--- src/rtl/clksel_pkg.sv ---
package clksel_pkg;

    typedef enum logic [1:0] {
        CODE_F    = 2'b00,
        CODE_B    = 2'b01,
        CODE_A    = 2'b10,
        CODE_HOLD = 2'b11
    } mcode_e;

    localparam int NUM_SRC = 3;
    localparam int IDX_F   = 0;
    localparam int IDX_B   = 1;
    localparam int IDX_A   = 2;

    typedef struct packed {
        logic                 hold;
        logic [NUM_SRC-1:0]   sel;
    } choice_t;

    typedef struct packed {
        logic los_a;
        logic los_b;
        logic los_f;
        logic fos_a;
        logic fos_b;
    } alarm_t;

    function automatic choice_t pick_src(int idx);
        choice_t c;
        c.hold     = 1'b0;
        c.sel      = '0;
        c.sel[idx] = 1'b1;
        return c;
    endfunction

    function automatic choice_t hold_choice();
        choice_t c;
        c.hold = 1'b1;
        c.sel  = '0;
        return c;
    endfunction

    function automatic choice_t decode_code(mcode_e code);
        choice_t c;
        case (code)
            CODE_F:  c = pick_src(IDX_F);
            CODE_B:  c = pick_src(IDX_B);
            CODE_A:  c = pick_src(IDX_A);
            default: c = hold_choice();
        endcase
        return c;
    endfunction

endpackage

--- src/rtl/clksel_deglitch.sv ---
module clksel_deglitch
    import clksel_pkg::*;
#(
    parameter int STABLE_CYCLES = 16
) (
    input  logic       clk,
    input  logic       rst,
    input  logic [1:0] raw_code,
    output mcode_e     acc_code,
    output logic       acc_valid
);

    localparam int CW = $clog2(STABLE_CYCLES + 1);
    localparam logic [CW-1:0] CNT_DONE = CW'(STABLE_CYCLES - 1);

    logic [1:0]    cand;
    logic [CW-1:0] cnt;
    logic          same;

    assign same = (raw_code == cand);

    always_ff @(posedge clk) begin
        if (rst) begin
            cand      <= 2'b00;
            cnt       <= '0;
            acc_code  <= CODE_F;
            acc_valid <= 1'b0;
        end else begin
            if (!same) begin
                cand <= raw_code;
                cnt  <= CW'(1);
            end else if (cnt != CNT_DONE) begin
                cnt <= cnt + CW'(1);
            end
            if (same && cnt == CNT_DONE) begin
                acc_code  <= mcode_e'(cand);
                acc_valid <= 1'b1;
            end
        end
    end

    // a sample that disagrees with the candidate never commits a code
    assert_no_early_accept_R7: assert property (@(posedge clk) disable iff (rst)
        (raw_code != cand) |=> ($stable(acc_code) && $stable(acc_valid)));

    // once committed, the accepted code stays valid
    assert_valid_sticky_R7: assert property (@(posedge clk) disable iff (rst)
        acc_valid |=> acc_valid);

endmodule

--- src/rtl/clksel_auto.sv ---
module clksel_auto
    import clksel_pkg::*;
(
    input  alarm_t  alarms,
    input  logic    fos_off,
    output choice_t choice
);

    logic ok_a, ok_b, ok_f;

    assign ok_a = !alarms.los_a && (fos_off || !alarms.fos_a);
    assign ok_b = !alarms.los_b && (fos_off || !alarms.fos_b);
    assign ok_f = !alarms.los_f;

    always_comb begin
        if (ok_a)      choice = pick_src(IDX_A);
        else if (ok_b) choice = pick_src(IDX_B);
        else if (ok_f) choice = pick_src(IDX_F);
        else           choice = hold_choice();
    end

endmodule

--- src/rtl/clk_input_select.sv ---
module clk_input_select
    import clksel_pkg::*;
#(
    parameter int STABLE_CYCLES = 16
) (
    input  logic       clk,
    input  logic       rst,
    input  logic [1:0] man_code,
    input  logic       auto_en,
    input  logic       los_a,
    input  logic       los_b,
    input  logic       los_f,
    input  logic       fos_a,
    input  logic       fos_b,
    input  logic       fos_off,
    output logic [2:0] sel_onehot,
    output logic       hold
);

    mcode_e  acc_code;
    logic    acc_valid;
    alarm_t  alarms;
    choice_t auto_choice;
    choice_t next_choice;
    choice_t cur_q;

    clksel_deglitch #(.STABLE_CYCLES(STABLE_CYCLES)) u_deglitch (
        .clk       (clk),
        .rst       (rst),
        .raw_code  (man_code),
        .acc_code  (acc_code),
        .acc_valid (acc_valid)
    );

    assign alarms = '{los_a: los_a, los_b: los_b, los_f: los_f,
                      fos_a: fos_a, fos_b: fos_b};

    clksel_auto u_auto (
        .alarms  (alarms),
        .fos_off (fos_off),
        .choice  (auto_choice)
    );

    always_comb begin
        if (auto_en)        next_choice = auto_choice;
        else if (acc_valid) next_choice = decode_code(acc_code);
        else                next_choice = pick_src(IDX_F);
    end

    always_ff @(posedge clk) begin
        if (rst) cur_q <= pick_src(IDX_F);
        else     cur_q <= next_choice;
    end

    assign sel_onehot = cur_q.sel;
    assign hold       = cur_q.hold;

    // reset lands on input F without hold
    assert_reset_state_R1: assert property (@(posedge clk)
        rst |=> (sel_onehot == 3'b001 && !hold));

    // hold means no selection; otherwise exactly one selection
    assert_hold_empty_R2: assert property (@(posedge clk) disable iff (rst)
        hold |-> (sel_onehot == 3'b000));
    assert_single_sel_R2: assert property (@(posedge clk) disable iff (rst)
        !hold |-> $onehot(sel_onehot));

    // a healthy A wins in automatic mode
    assert_auto_top_R9: assert property (@(posedge clk) disable iff (rst)
        (auto_en && !los_a && !fos_a) |=> (sel_onehot == 3'b100 && !hold));

    // offset alarms do not matter when monitoring is off
    assert_fos_masked_R10: assert property (@(posedge clk) disable iff (rst)
        (auto_en && fos_off && !los_a) |=> (sel_onehot == 3'b100));

    // all inputs alarmed in automatic mode gives hold
    assert_all_bad_R11: assert property (@(posedge clk) disable iff (rst)
        (auto_en && los_f && (los_a || (!fos_off && fos_a))
                         && (los_b || (!fos_off && fos_b))) |=> hold);

endmodule

--- config.mk ---
export PLATFORM = sky130hd
export DESIGN_NAME = clk_input_select
export DESIGN_NICKNAME = d
export VERILOG_FILES = /design/src/rtl/clksel_pkg.sv /design/src/rtl/clksel_deglitch.sv /design/src/rtl/clksel_auto.sv /design/src/rtl/clk_input_select.sv
export SDC_FILE = /design/constraint.sdc
export NUM_CORES = 1
export LEC_CHECK = 0
export BUFFER_PORTS_ARGS = -buffer_cell sky130_fd_sc_hd__clkbuf_2
export CAP_MARGIN = 25
export CORE_MARGIN = 2
export CORE_UTILIZATION = 51
export CTS_BUF_LIST = sky130_fd_sc_hd__clkbuf_16
export CTS_CLUSTER_SIZE = 28
export DETAILED_ROUTE_END_ITERATION = 7
export HOLD_SLACK_MARGIN = 0.08
export PLACE_DENSITY = 0.8
export SYNTH_ARGS = -nofsm -noshare
export SYNTH_HDL_FRONTEND = slang
export SYNTH_SLANG_ARGS = --single-unit
--- constraint.sdc ---
create_clock -name clk -period 4.65 [get_ports clk]
set_clock_uncertainty 0.05 [all_clocks]
set_input_delay 0.6975 -clock clk [delete_from_list [all_inputs] [get_ports clk]]
set_output_delay 0.6975 -clock clk [all_outputs]
set_load 0.02 [all_outputs]
# Word level (Yosys, flattened, before mapping)
# Cells that the tools add are included.
dict set report word_totals {
  ff_bits 14
  wordCells 34
}
dict set report classes {
  add_sub_neg 1
  n_eq_ne 6
  n_mux 8
  bitwise_logic 1
  reduce_logical 11
}
# cell count
set op_table {}
lappend op_table {{$mux 4} 5}
lappend op_table {{$pmux 4 s3} 1}
lappend op_table {{$add 5x1->5 const B} 1}
lappend op_table {{$eq 5x4->1 const B} 1}
lappend op_table {{$ne 5x4->1 const B} 1}
lappend op_table {{$logic_not 1->1} 4}
lappend op_table {{$logic_and 1x1->1} 3}
lappend op_table {{$eq 2x1->1 const B} 1}
lappend op_table {{$eq 2x2->1} 1}
lappend op_table {{$eq 2x2->1 const B} 1}
lappend op_table {{$logic_not 2->1} 1}
lappend op_table {{$logic_or 1x1->1} 2}
lappend op_table {{$mux 1} 2}
lappend op_table {{$ne 2x2->1 const B} 1}
lappend op_table {{$reduce_or 2->1} 1}
lappend op_table {{$not 1->1} 1}

# Longest topological paths before layout
# Gate-level depths: netlist (run 1).
dict set report logic_depth {
  ltp_word 6
  mapped_depth 7
  ltp_nobuf 6
}

# Hierarchy
# Synthesis (run 1) repeated with hierarchy kept, for this count alone.
dict set report hier_totals {
  cells_unflattened 71
  area_unflattened_um2 699.4
}
# mod instances cells_each area_each_um2 seq_area_each_um2
set modules_own_cells {}
lappend modules_own_cells {clksel_deglitch 1 45 457.9 200.2}
lappend modules_own_cells {clk_input_select 1 16 153.9 80.1}
lappend modules_own_cells {clksel_auto 1 10 87.6 0.0}

# Worst setup path after synthesis (run 1)
# No wires, ideal clock.
dict set report synth_timing {
  path_kind {register to register}
  startpoint {register u_deglitch.cnt[0]}
  endpoint {register u_deglitch.acc_valid}
  arrival_time_ns 1.366
  required_ns 4.483
  slack_ns 3.116
  stages_incl_launch_ff 7
  synth_period_minus_slack_ns 1.534
  cell_sequence {dfxtp_1 ha_1 and3_1 ha_1 buf_4 nor2b_1 a32o_1}
}
dict set report synth_via {
  elab_chain_cells 2
}
# element line
set synth_rtl {}
lappend synth_rtl {{start, declared} clksel_deglitch.sv:17} ;# logic [CW-1:0] cnt;
lappend synth_rtl {{start signal, assigned} clksel_deglitch.sv:33} ;# cnt <= cnt + CW'(1);
lappend synth_rtl {{$eq 5x4->1} clksel_deglitch.sv:35} ;# if (same && cnt == CNT_DONE) begin
lappend synth_rtl {{$logic_and 1x1->1} clksel_deglitch.sv:35}
lappend synth_rtl {{end signal, assigned} clksel_deglitch.sv:27} ;# acc_valid <= 1'b0;
lappend synth_rtl {{end signal, assigned} clksel_deglitch.sv:37} ;# acc_valid <= 1'b1;
lappend synth_rtl {{end, declared} clksel_deglitch.sv:10} ;# output logic acc_valid
# Every way passes these cells.
# A chain may end at the register's enable or synchronous reset.

# Worst setup path after layout (run 1)
dict set report layout_timing {
  startpoint {register u_deglitch.cnt[0]}
  endpoint {register u_deglitch.acc_code[0]}
}
dict set report layout_via {
  elab_chain_cells 2
}
# element line
set layout_rtl {}
lappend layout_rtl {{$eq 5x4->1} clksel_deglitch.sv:35}
lappend layout_rtl {{$logic_and 1x1->1} clksel_deglitch.sv:35}
lappend layout_rtl {{end signal, assigned} clksel_deglitch.sv:36} ;# acc_code <= mcode_e'(cand);
lappend layout_rtl {{end, declared} clksel_deglitch.sv:9} ;# output mcode_e acc_code,
# Every way passes these cells.

==> qor.csv, run 1 <==
metric,value,unit
crit_type,reg2reg,
cp-end-kind,register,
slew_viol_final,0,
drive_gt1_share,28.57,%
switchingPower,62.21,uW
grt_pass1_wl,2097,um
cts-resized-gates,0,
htreeDepth,1,
cts-buffers-inserted,3,
core-area,0.001252,sq mm
place.gp.congestion,0.7820,
drcViolationCount,0,
period_needed,1.692,ns
antenna_left,0,
wl,1312,um
cts.clk_slew.worst_paths,0.05,ns
total_power,309.7,uW
relSlewSlack,77.37,%
clkLatencyLatePin,0.24,ns
worst_pin_slew,0.3394,ns
nets,99,
yosysTopAreaCell,dfxtp_1,
post_dp_cell_area,743.2,sq um
vias_per_cell,5.737,
ys_warn_count,0,
hpwl,913.3,um
antenna_found_initial,0,
postCtsSetupRepairBufs,0,
seq_power_share,40.8,%
clockBufferDepth,2,
synthToLayoutAreaGrowth,22.70,%
synth.distinct_cells,32,
min_path_cells,2,
power_density,378.5,mW/mm^2
drt-initial-drc-count,24,
status,"complete, no violations",
r2r_cells,6,
setup_violations,0,
cp.arrival,1.75,ns
grtUsageTotal,20.02,%
p_leak,0.0003349,uW
cts_hold_buf,0,
r2r-end,u_deglitch.acc_code[0]$_SDFFE_PP0P_,
fin_crit_sh,36.39,%
p_clk_share,50.8,%
grt_pass1_vias,477,
r2r-start,u_deglitch.cnt[0]$_SDFFE_PP0P_,
max_cap_violations,0,
grt-ovfl-total,0,
vias,568,
syn_nets,82,
yosysSeqAreaShare,42.03,%
syn_area,666.9,sq um
ys_ff_latch,14,
synthCells,69,
start_util,53.25,%
cts.sinks,14,
grt_start_max_net_pins,11,
path_max_fanout,9,
rsz0062_at_grt,false,
drt_first_pass_iters,4,
n_antenna_cell,0,
setup_tns,0,ns
wl_per_cell,13.25,um
internal_power,247.5,uW
swShare,20.09,%
die_h,40.16,um
synth.avg_cell_area,9.665,sq um
die-area,0.001613,sq mm
min_from,u_deglitch.cnt[4]$_SDFFE_PP0P_,
cp_data_required_time,4.71,ns
io_buffers,14,
r2r_setup_slack,2.96,ns
clockRootBuffer,clkbuf_16,
hold_end,u_deglitch.cnt[4]$_SDFFE_PP0P_,
cts_tree,done,
p_comb_share,8.4,%
fmax,590.9,MHz
ioPinCount,15,
synth_top_area_share,42.03,%
finish.instance_area,818.3,sq um
num_rows,13,
die_w,40.16,um
peakVddDrop,0.2626,mV
synth.area.top_cells,"dfxtp_1 42%, o311ai_1 5.3%, xnor2_2 4.9%",
hold_class,reg2reg,
hold_viol_final,0,
start_kind,register,
-- flip-flops by register name (all words and copies together) (netlist names) --
signal	count
u_deglitch.acc_valid	1
u_deglitch.cnt	5
u_deglitch.acc_code	2
u_deglitch.cand	2
hold	1
sel_onehot	3
-- cells in the final DEF, fill, tap and decap left out, drive strengths merged, types with 2 or more instances in the layout --
cell type   n
dfxtp      14
xnor2       3
ha          2
clkbuf     17
o21ai       2
nor2        5
o311ai      4
xor2        2
nand4       4
inv         7
nor2b       5
nand3       2
a21oi       4
-- stage by stage --
| step | instances | hold slack [ns] | worst slack (ns) | util, % |
|---|---|---|---|---|
| after global routing | 99 | 0.5065 | 2.779 | 65.33 |
| after global placement | 96 | 0.4306 | 3.049 | 59.34 |
| after CTS | 99 | 0.4587 | 2.943 | 65.33 |
| after detailed placement | 96 | 0.4365 | 2.958 | 59.34 |
| after floorplan | 69 | 0.4044 | 3.116 | - |
| final | 99 | 0.4524 | 2.958 | 65.33 |
-- area by class of cell --
type / instances / area, sq um
multi-input cells: 46 / 347.8
well taps: 15 / 18.77
fillers: 96 / 434.2
clock buffers: 3 / 75.07
flip-flops and latches: 14 / 280.3
repair buffers: 14 / 70.07
inverters: 7 / 26.28
-- synthesized netlist by cell type --
master and count:
a21bo_2 1, a21oi_1 4, a31oi_1 1, a32o_1 1, and2_1 1, and3_1 1, buf_2 1, buf_4 1
dfxtp_1 14, ha_1 2, inv_1 6, inv_2 1, mux2i_1 1, nand2_1 1, nand2b_1 1, nand3_1 1
nand3_2 1, nand4_1 4, nand4b_1 1, nand4bb_1 1, nor2_1 5, nor2b_1 4, nor2b_2 1, o2111ai_1 1
o21ai_0 1, o21ai_1 1, o221a_2 1, o311ai_1 4, o31ai_1 1, xnor2_1 1, xnor2_2 2, xor2_1 2
-- power groups by stage --
stage	Sequential (uW)	Clock, uW	Combinational [uW]
after floorplan	130	0	14.7
after global placement	128	0	25.6
after detailed placement	128	0	25.6
after CTS	126	157	26.0
after global routing	126	165	28.6
final	126	157	26.1
-- worst max-delay path by stage --
stage | from | endpoint | slack, ns | cells past startpoint
finish | u_deglitch.cnt[0]$_SDFFE_PP0P_ | u_deglitch.acc_code[0]$_SDFFE_PP0P_ | 2.96 | 6
global route | u_deglitch.cnt[0]$_SDFFE_PP0P_ | u_deglitch.acc_code[1]$_SDFFE_PP0P_ | 2.78 | 6
CTS | u_deglitch.cnt[0]$_SDFFE_PP0P_ | u_deglitch.acc_code[0]$_SDFFE_PP0P_ | 2.94 | 6
detailed placement | u_deglitch.cnt[0]$_SDFFE_PP0P_ | u_deglitch.acc_code[0]$_SDFFE_PP0P_ | 2.96 | 6
global placement | u_deglitch.cnt[0]$_SDFFE_PP0P_ | u_deglitch.acc_code[0]$_SDFFE_PP0P_ | 3.05 | 6
floorplan | u_deglitch.cnt[0]$_SDFFE_PP0P_ | u_deglitch.acc_valid$_SDFFE_PP0P_ | 3.12 | 6
-- worst max-delay path, cell delays in order (launching register included) --
cell and delay (ns):
dfxtp_1 0.36, ha_1 0.17, and3_1 0.16, ha_1 0.35, inv_2 0.07, o311ai_1 0.28
o311ai_1 0.14
-- logic make-up (layout without fill, tap and decap cells) --
kind of cell / Yosys count / after routing / synth area share, %
muxes: 1 / 1 / 1.501
AOI/OAI and AO/OA: 16 / 16 / 17.82
and+or+nand+nor: 22 / 22 / 20.26
adders and majority gates: 2 / 2 / 3.752
xor gates and xnor gates: 5 / 5 / 8.819
buffers and inverters: 9 / 24 / 5.815
DFF: 14 / 14 / 42.03
-- layer usage --
layer	wire length [um]	global-route usage (%)	vias to the layer above	share of wire [%]
met3	41	5.000	4	3.1
li1	-	-	283	-
met1	671	27.49	272	51
met4	25	10.34	0	1.9
met2	573	28.63	9	44
met5	0	0	-	0
(Power assumes the default switching activity.)
==> run 2, diff against run 1 <==
--- a/config.mk
+++ b/config.mk
@@ -8,12 +8,12 @@
 export BUFFER_PORTS_ARGS = -buffer_cell sky130_fd_sc_hd__clkbuf_2
 export CAP_MARGIN = 25
 export CORE_MARGIN = 2
-export CORE_UTILIZATION = 51
+export CORE_UTILIZATION = 45
 export CTS_BUF_LIST = sky130_fd_sc_hd__clkbuf_16
 export CTS_CLUSTER_SIZE = 28
 export DETAILED_ROUTE_END_ITERATION = 7
 export HOLD_SLACK_MARGIN = 0.08
-export PLACE_DENSITY = 0.8
+export PLACE_DENSITY = 0.75
 export SYNTH_ARGS = -nofsm -noshare
 export SYNTH_HDL_FRONTEND = slang
 export SYNTH_SLANG_ARGS = --single-unit
==> constraint.sdc (replaced) <==
create_clock -name clk -period 1.5 [get_ports clk]
set_clock_uncertainty 0.05 [all_clocks]
set_input_delay 0.225 -clock clk [delete_from_list [all_inputs] [get_ports clk]]
set_output_delay 0.225 -clock clk [all_outputs]
set_load 0.02 [all_outputs]
==> qor.csv, run 2 (synthesized netlist as in run 1, its figures left out) <==
metric,value,unit
status,"complete, no violations",
wl_per_cell,12.12,um
layout_commonest_cell,clkbuf_2,
dp_slack,-0.04777,ns
n_fill_cell,106,
antenna_found_initial,0,
largest_register_ffs,5,
vias_per_cell,5.346,
cp_num_buf_inv,1,
cts-buffers-inserted,3,
clkLatencyLatePin,0.24,ns
grt_pass1_wl,2125,um
hold_viol_final,0,
grtUsageTotal,15.79,%
max_cap_violations,0,
io_buffers,14,
num_rows,13,
grt_pass1_vias,507,
cts_tree,done,
start_util,49.40,%
vias,556,
peakVddDrop,0.9780,mV
cts_hold_buf,0,
min_path_cells,2,
setup_slack,0.05874,ns
power_density,1066,mW/mm^2
r2r_setup_slack,0.06,ns
path_delay_family,compound AO/OA/AOI/OAI gates,
cp.arrival,1.50,ns
drt_first_pass_iters,4,
cp_data_required_time,1.56,ns
wl,1260,um
start_kind,register,
cts.clk_slew.worst_paths,0.04,ns
cp-end-kind,register,
path_max_fanout,8,
htreeDepth,1,
core-area,0.001350,sq mm
crit_path_top_delay_cell,dfxtp_2,
grt-ovfl-total,0,
fin_crit_sh,96.08,%
die_w,42.50,um
final_cell_mix,"14 x clkbuf_2, 12 x dfxtp_1, 6 x inv_1",
holdWs,0.1241,ns
slew_viol_final,0,
place.gp.congestion,0.7918,
clockBufferDepth,2,
hold_end,sel_onehot[0]$_SDFF_PP1_,
ioPinCount,15,
die-area,0.001806,sq mm
n_antenna_cell,0,
critPathMaxStageDelay,0.32,ns
regMostFlops,u_deglitch.cnt,
clockRootBuffer,clkbuf_16,
setup_violations,0,
drive_gt1_share,42.70,%
cts.sinks,14,
hold_class,in2reg,
setup_tns,0,ns
fin_util,66.91,%
p_leak,0.0003595,uW
antenna_left,0,
period_needed,1.441,ns
worst_pin_slew,0.2832,ns
drt-initial-drc-count,6,
r2r-start,u_deglitch.cnt[0]$_SDFFE_PP0P_,
r2r_cells,6,
synthToLayoutAreaGrowth,35.46,%
hpwl,923,um
drcViolationCount,0,
crit_type,reg2reg,
fmax,693.8,MHz
relSlewSlack,81.03,%
crit_chain,"ha_2, and3_4, ha_4, inv_2, o311ai_2, o311ai_1",
nets,104,
grt_start_max_net_pins,11,
r2r-end,u_deglitch.acc_code[1]$_SDFFE_PP0P_,
min_from,los_f,
die_h,42.50,um
run 2: repair_timing:
action / 4_1_cts / 5_1_grt
pin swaps: 0 / 3
setup endpoints to repair: 2 / 4
buffers inserted: 0 / 1
resized for setup: 1 / 7
run 2: area by class of cell:
class                           count  area, sq um  area share (%)
Clock buffer                        3        75.07           8.310
Inverter                            7        26.28           2.909
Multi-Input combinational cell     46        392.9           43.49
Sequential cell                    14        282.8           31.30
Tap cell                           15        18.77           2.078
Timing Repair Buffer               19        107.6           11.91
run 2: worst max-delay path by stage:
stage	slack [ns]	from	endpoint	cells after the start
floorplan	0.004	u_deglitch.cnt[0]$_SDFFE_PP0P_	u_deglitch.acc_valid$_SDFFE_PP0P_	6
global placement	0.02	u_deglitch.cnt[0]$_SDFFE_PP0P_	u_deglitch.acc_valid$_SDFFE_PP0P_	5
detailed placement	-0.05	u_deglitch.cnt[1]$_SDFFE_PP0P_	u_deglitch.acc_code[0]$_SDFFE_PP0P_	6
CTS	0.007	u_deglitch.cnt[1]$_SDFFE_PP0P_	u_deglitch.acc_code[0]$_SDFFE_PP0P_	6
global route	-0.02	u_deglitch.cnt[0]$_SDFFE_PP0P_	u_deglitch.cnt[3]$_SDFFE_PP0P_	6
finish	0.06	u_deglitch.cnt[0]$_SDFFE_PP0P_	u_deglitch.acc_code[1]$_SDFFE_PP0P_	6
run 2: power breakdown:
group,leakage (uW),total [uW],switching [uW],internal [uW]
combinational,0.000208,90.0,48.8,41.2
sequential,0.000115,392,7.01,385
clock,0.0000370,481,134,347
run 2: worst register-to-register path: cells and delay by family (launching register included):
family / cells / cell delay, ns
AO/OA/AOI/OAI: 2 / 0.35
buffers and inverters: 1 / 0.06
adder cells (fa/ha/maj): 2 / 0.34
flip-flops: 1 / 0.32
AND/OR/NAND/NOR: 1 / 0.19
run 2: per-stage QoR:
stage	power, uW	cells	area, sq um
finish	963.0	104	903.4
global route	1001	104	903.4
CTS	964.4	103	862.1
detailed placement	484.5	100	777.0
global placement	483.0	100	777.0
floorplan	448.3	69	674.4
run 2: routing by layer:
metal	vias to the layer above	share of wire, %	global-route usage, %
li1	292	-	-
met1	250	48	19.47
met2	12	46	23.69
met3	2	5.0	7.759
met4	0	1.3	5.625
met5	-	0	0
==> run 3, diff against run 2 <==
--- a/config.mk
+++ b/config.mk
@@ -14,6 +14,7 @@
 export DETAILED_ROUTE_END_ITERATION = 7
 export HOLD_SLACK_MARGIN = 0.08
 export PLACE_DENSITY = 0.75
+export SETUP_SLACK_MARGIN = 0.4
 export SYNTH_ARGS = -nofsm -noshare
 export SYNTH_HDL_FRONTEND = slang
 export SYNTH_SLANG_ARGS = --single-unit
==> qor.csv, run 3 (synthesized netlist as in run 1, its figures left out) <==
metric,value,unit
die_w,42.50,um
cts-buffers-inserted,3,
crit_chain,"ha_4, and3_4, ha_4, inv_2, o311ai_2, o311ai_1",
final_cell_mix,"14 x clkbuf_2, 12 x dfxtp_1, 6 x inv_1",
holdWs,0.1260,ns
final_cells,105,
regMostFlops,u_deglitch.cnt,
critPathMaxStageDelay,0.36,ns
r2r-start,u_deglitch.cnt[1]$_SDFFE_PP0P_,
drt-initial-drc-count,7,
status,"complete, no violations",
p_clk_share,50.5,%
ioPinCount,15,
rsz0062_at_grt,true,
antenna_found_initial,0,
relSlewSlack,79.84,%
clockBufferDepth,2,
power_density,1039,mW/mm^2
nets,104,
place.gp.congestion,0.7231,
grt_start_max_net_pins,11,
grt_pass1_vias,556,
setup_violations,0,
layout_commonest_cell,clkbuf_2,
antenna_left,0,
clkLatencyLatePin,0.24,ns
finish.instance_area,942.2,sq um
cts.clk_slew.worst_paths,0.04,ns
wl_per_cell,13.70,um
p_leak,0.0003637,uW
path_max_fanout,6,
largest_register_ffs,5,
crit_type,reg2reg,
cp.arrival,1.47,ns
seq_power_share,40.1,%
grt_use_met2,30.15,%
p_comb_share,9.5,%
wl,1438,um
top_usage_layer,met2,
grtUsageTotal,17.76,%
io_buffers,14,
drcViolationCount,0,
swShare,20.64,%
worst_pin_slew,0.3010,ns
start_util,49.40,%
grtUsageMet3,7.759,%
drive_gt1_share,44.44,%
internal_power,776.6,uW
dp_cells,96,
die_h,42.50,um
cts.sinks,14,
min_from,los_f,
cpMostUsedCell,ha_4,
path_delay_family,flip-flops,
cts_tree,done,
max_cap_violations,0,
slew_viol_final,0,
peakVddDrop,0.9306,mV
core-area,0.001350,sq mm
grt-ovfl-total,0,
grt_pass1_wl,2304,um
fin_crit_sh,94.33,%
clockRootBuffer,clkbuf_16,
cp-end-kind,register,
post_dp_cell_area,783.3,sq um
fmax,706.8,MHz
vias_per_cell,5.390,
htreeDepth,1,
startpoint,u_deglitch.cnt[1]$_SDFFE_PP0P_,
use_met1,19.00,%
total_power,978.6,uW
period_needed,1.415,ns
vias,566,
num_rows,13,
drt_first_pass_iters,4,
switchingPower,202.0,uW
crit_path_top_delay_cell,dfxtp_4,
start_kind,register,
die-area,0.001806,sq mm
setup_tns,0,ns
synthToLayoutAreaGrowth,41.28,%
cp_num_buf_inv,1,
hold_viol_final,0,
hpwl,966.6,um
n_fill_cell,107,
hold_class,in2reg,
n_antenna_cell,0,
cp_data_required_time,1.56,ns
[run 3: what timing repair did]
action / CTS / global route
gates resized for setup: 6 / 4
hold buffers: 0 / 0
setup endpoints to repair: 8 / 8
pin swaps: 4 / 3
setup buffers: 5 / 0
[run 3: area by class of cell]
type | count | area, sq um | share of cell area (%)
multi-input combinational | 46 | 419.2 | 44.49
clock inverter | 1 | 3.754 | 0.3984
inverter | 7 | 26.28 | 2.789
timing repair buffer | 19 | 111.4 | 11.82
sequential | 14 | 287.8 | 30.54
clock buffer | 3 | 75.07 | 7.968
tap | 15 | 18.77 | 1.992
[run 3: power by group through the flow]
| stage | registers, uW | logic (uW) | clock network (uW) |
|---|---|---|---|
| floorplan | 405 | 47.1 | 0 |
| detailed placement | 401 | 84.6 | 0 |
| CTS | 391 | 90.7 | 504 |
| global placement | 400 | 80.7 | 0 |
| finish | 392 | 92.9 | 494 |
| global route | 392 | 102 | 524 |
[run 3: path summary, 6_finish.rpt]
| path | endpoint | slack [ns] | depth (start not counted) |
|---|---|---|---|
| worst max-delay path | u_deglitch.acc_code[0]$_SDFFE_PP0P_ | 0.09 | 6 |
| worst max register to register | u_deglitch.acc_code[0]$_SDFFE_PP0P_ | 0.09 | 6 |
| worst min register to register | u_deglitch.cnt[4]$_SDFFE_PP0P_ | 0.46 | 2 |
| worst min-delay path | sel_onehot[0]$_SDFF_PP1_ | 0.13 | 2 |
[run 3: layer usage]
layer	routed length, um	vias to the layer above
met3	55	2
met4	15	0
met5	0	-
met2	749	10
li1	-	291
met1	617	263
[run 3: per-stage QoR]
| step | worst slack [ns] | util [%] |
|---|---|---|
| finish | 0.08512 | 69.79 |
| global route | 0.02181 | 69.79 |
| CTS | 0.08743 | 68.03 |
| detailed placement | 0.03613 | 58.02 |
| global placement | 0.08740 | 58.02 |
| floorplan | 0.07502 | - |
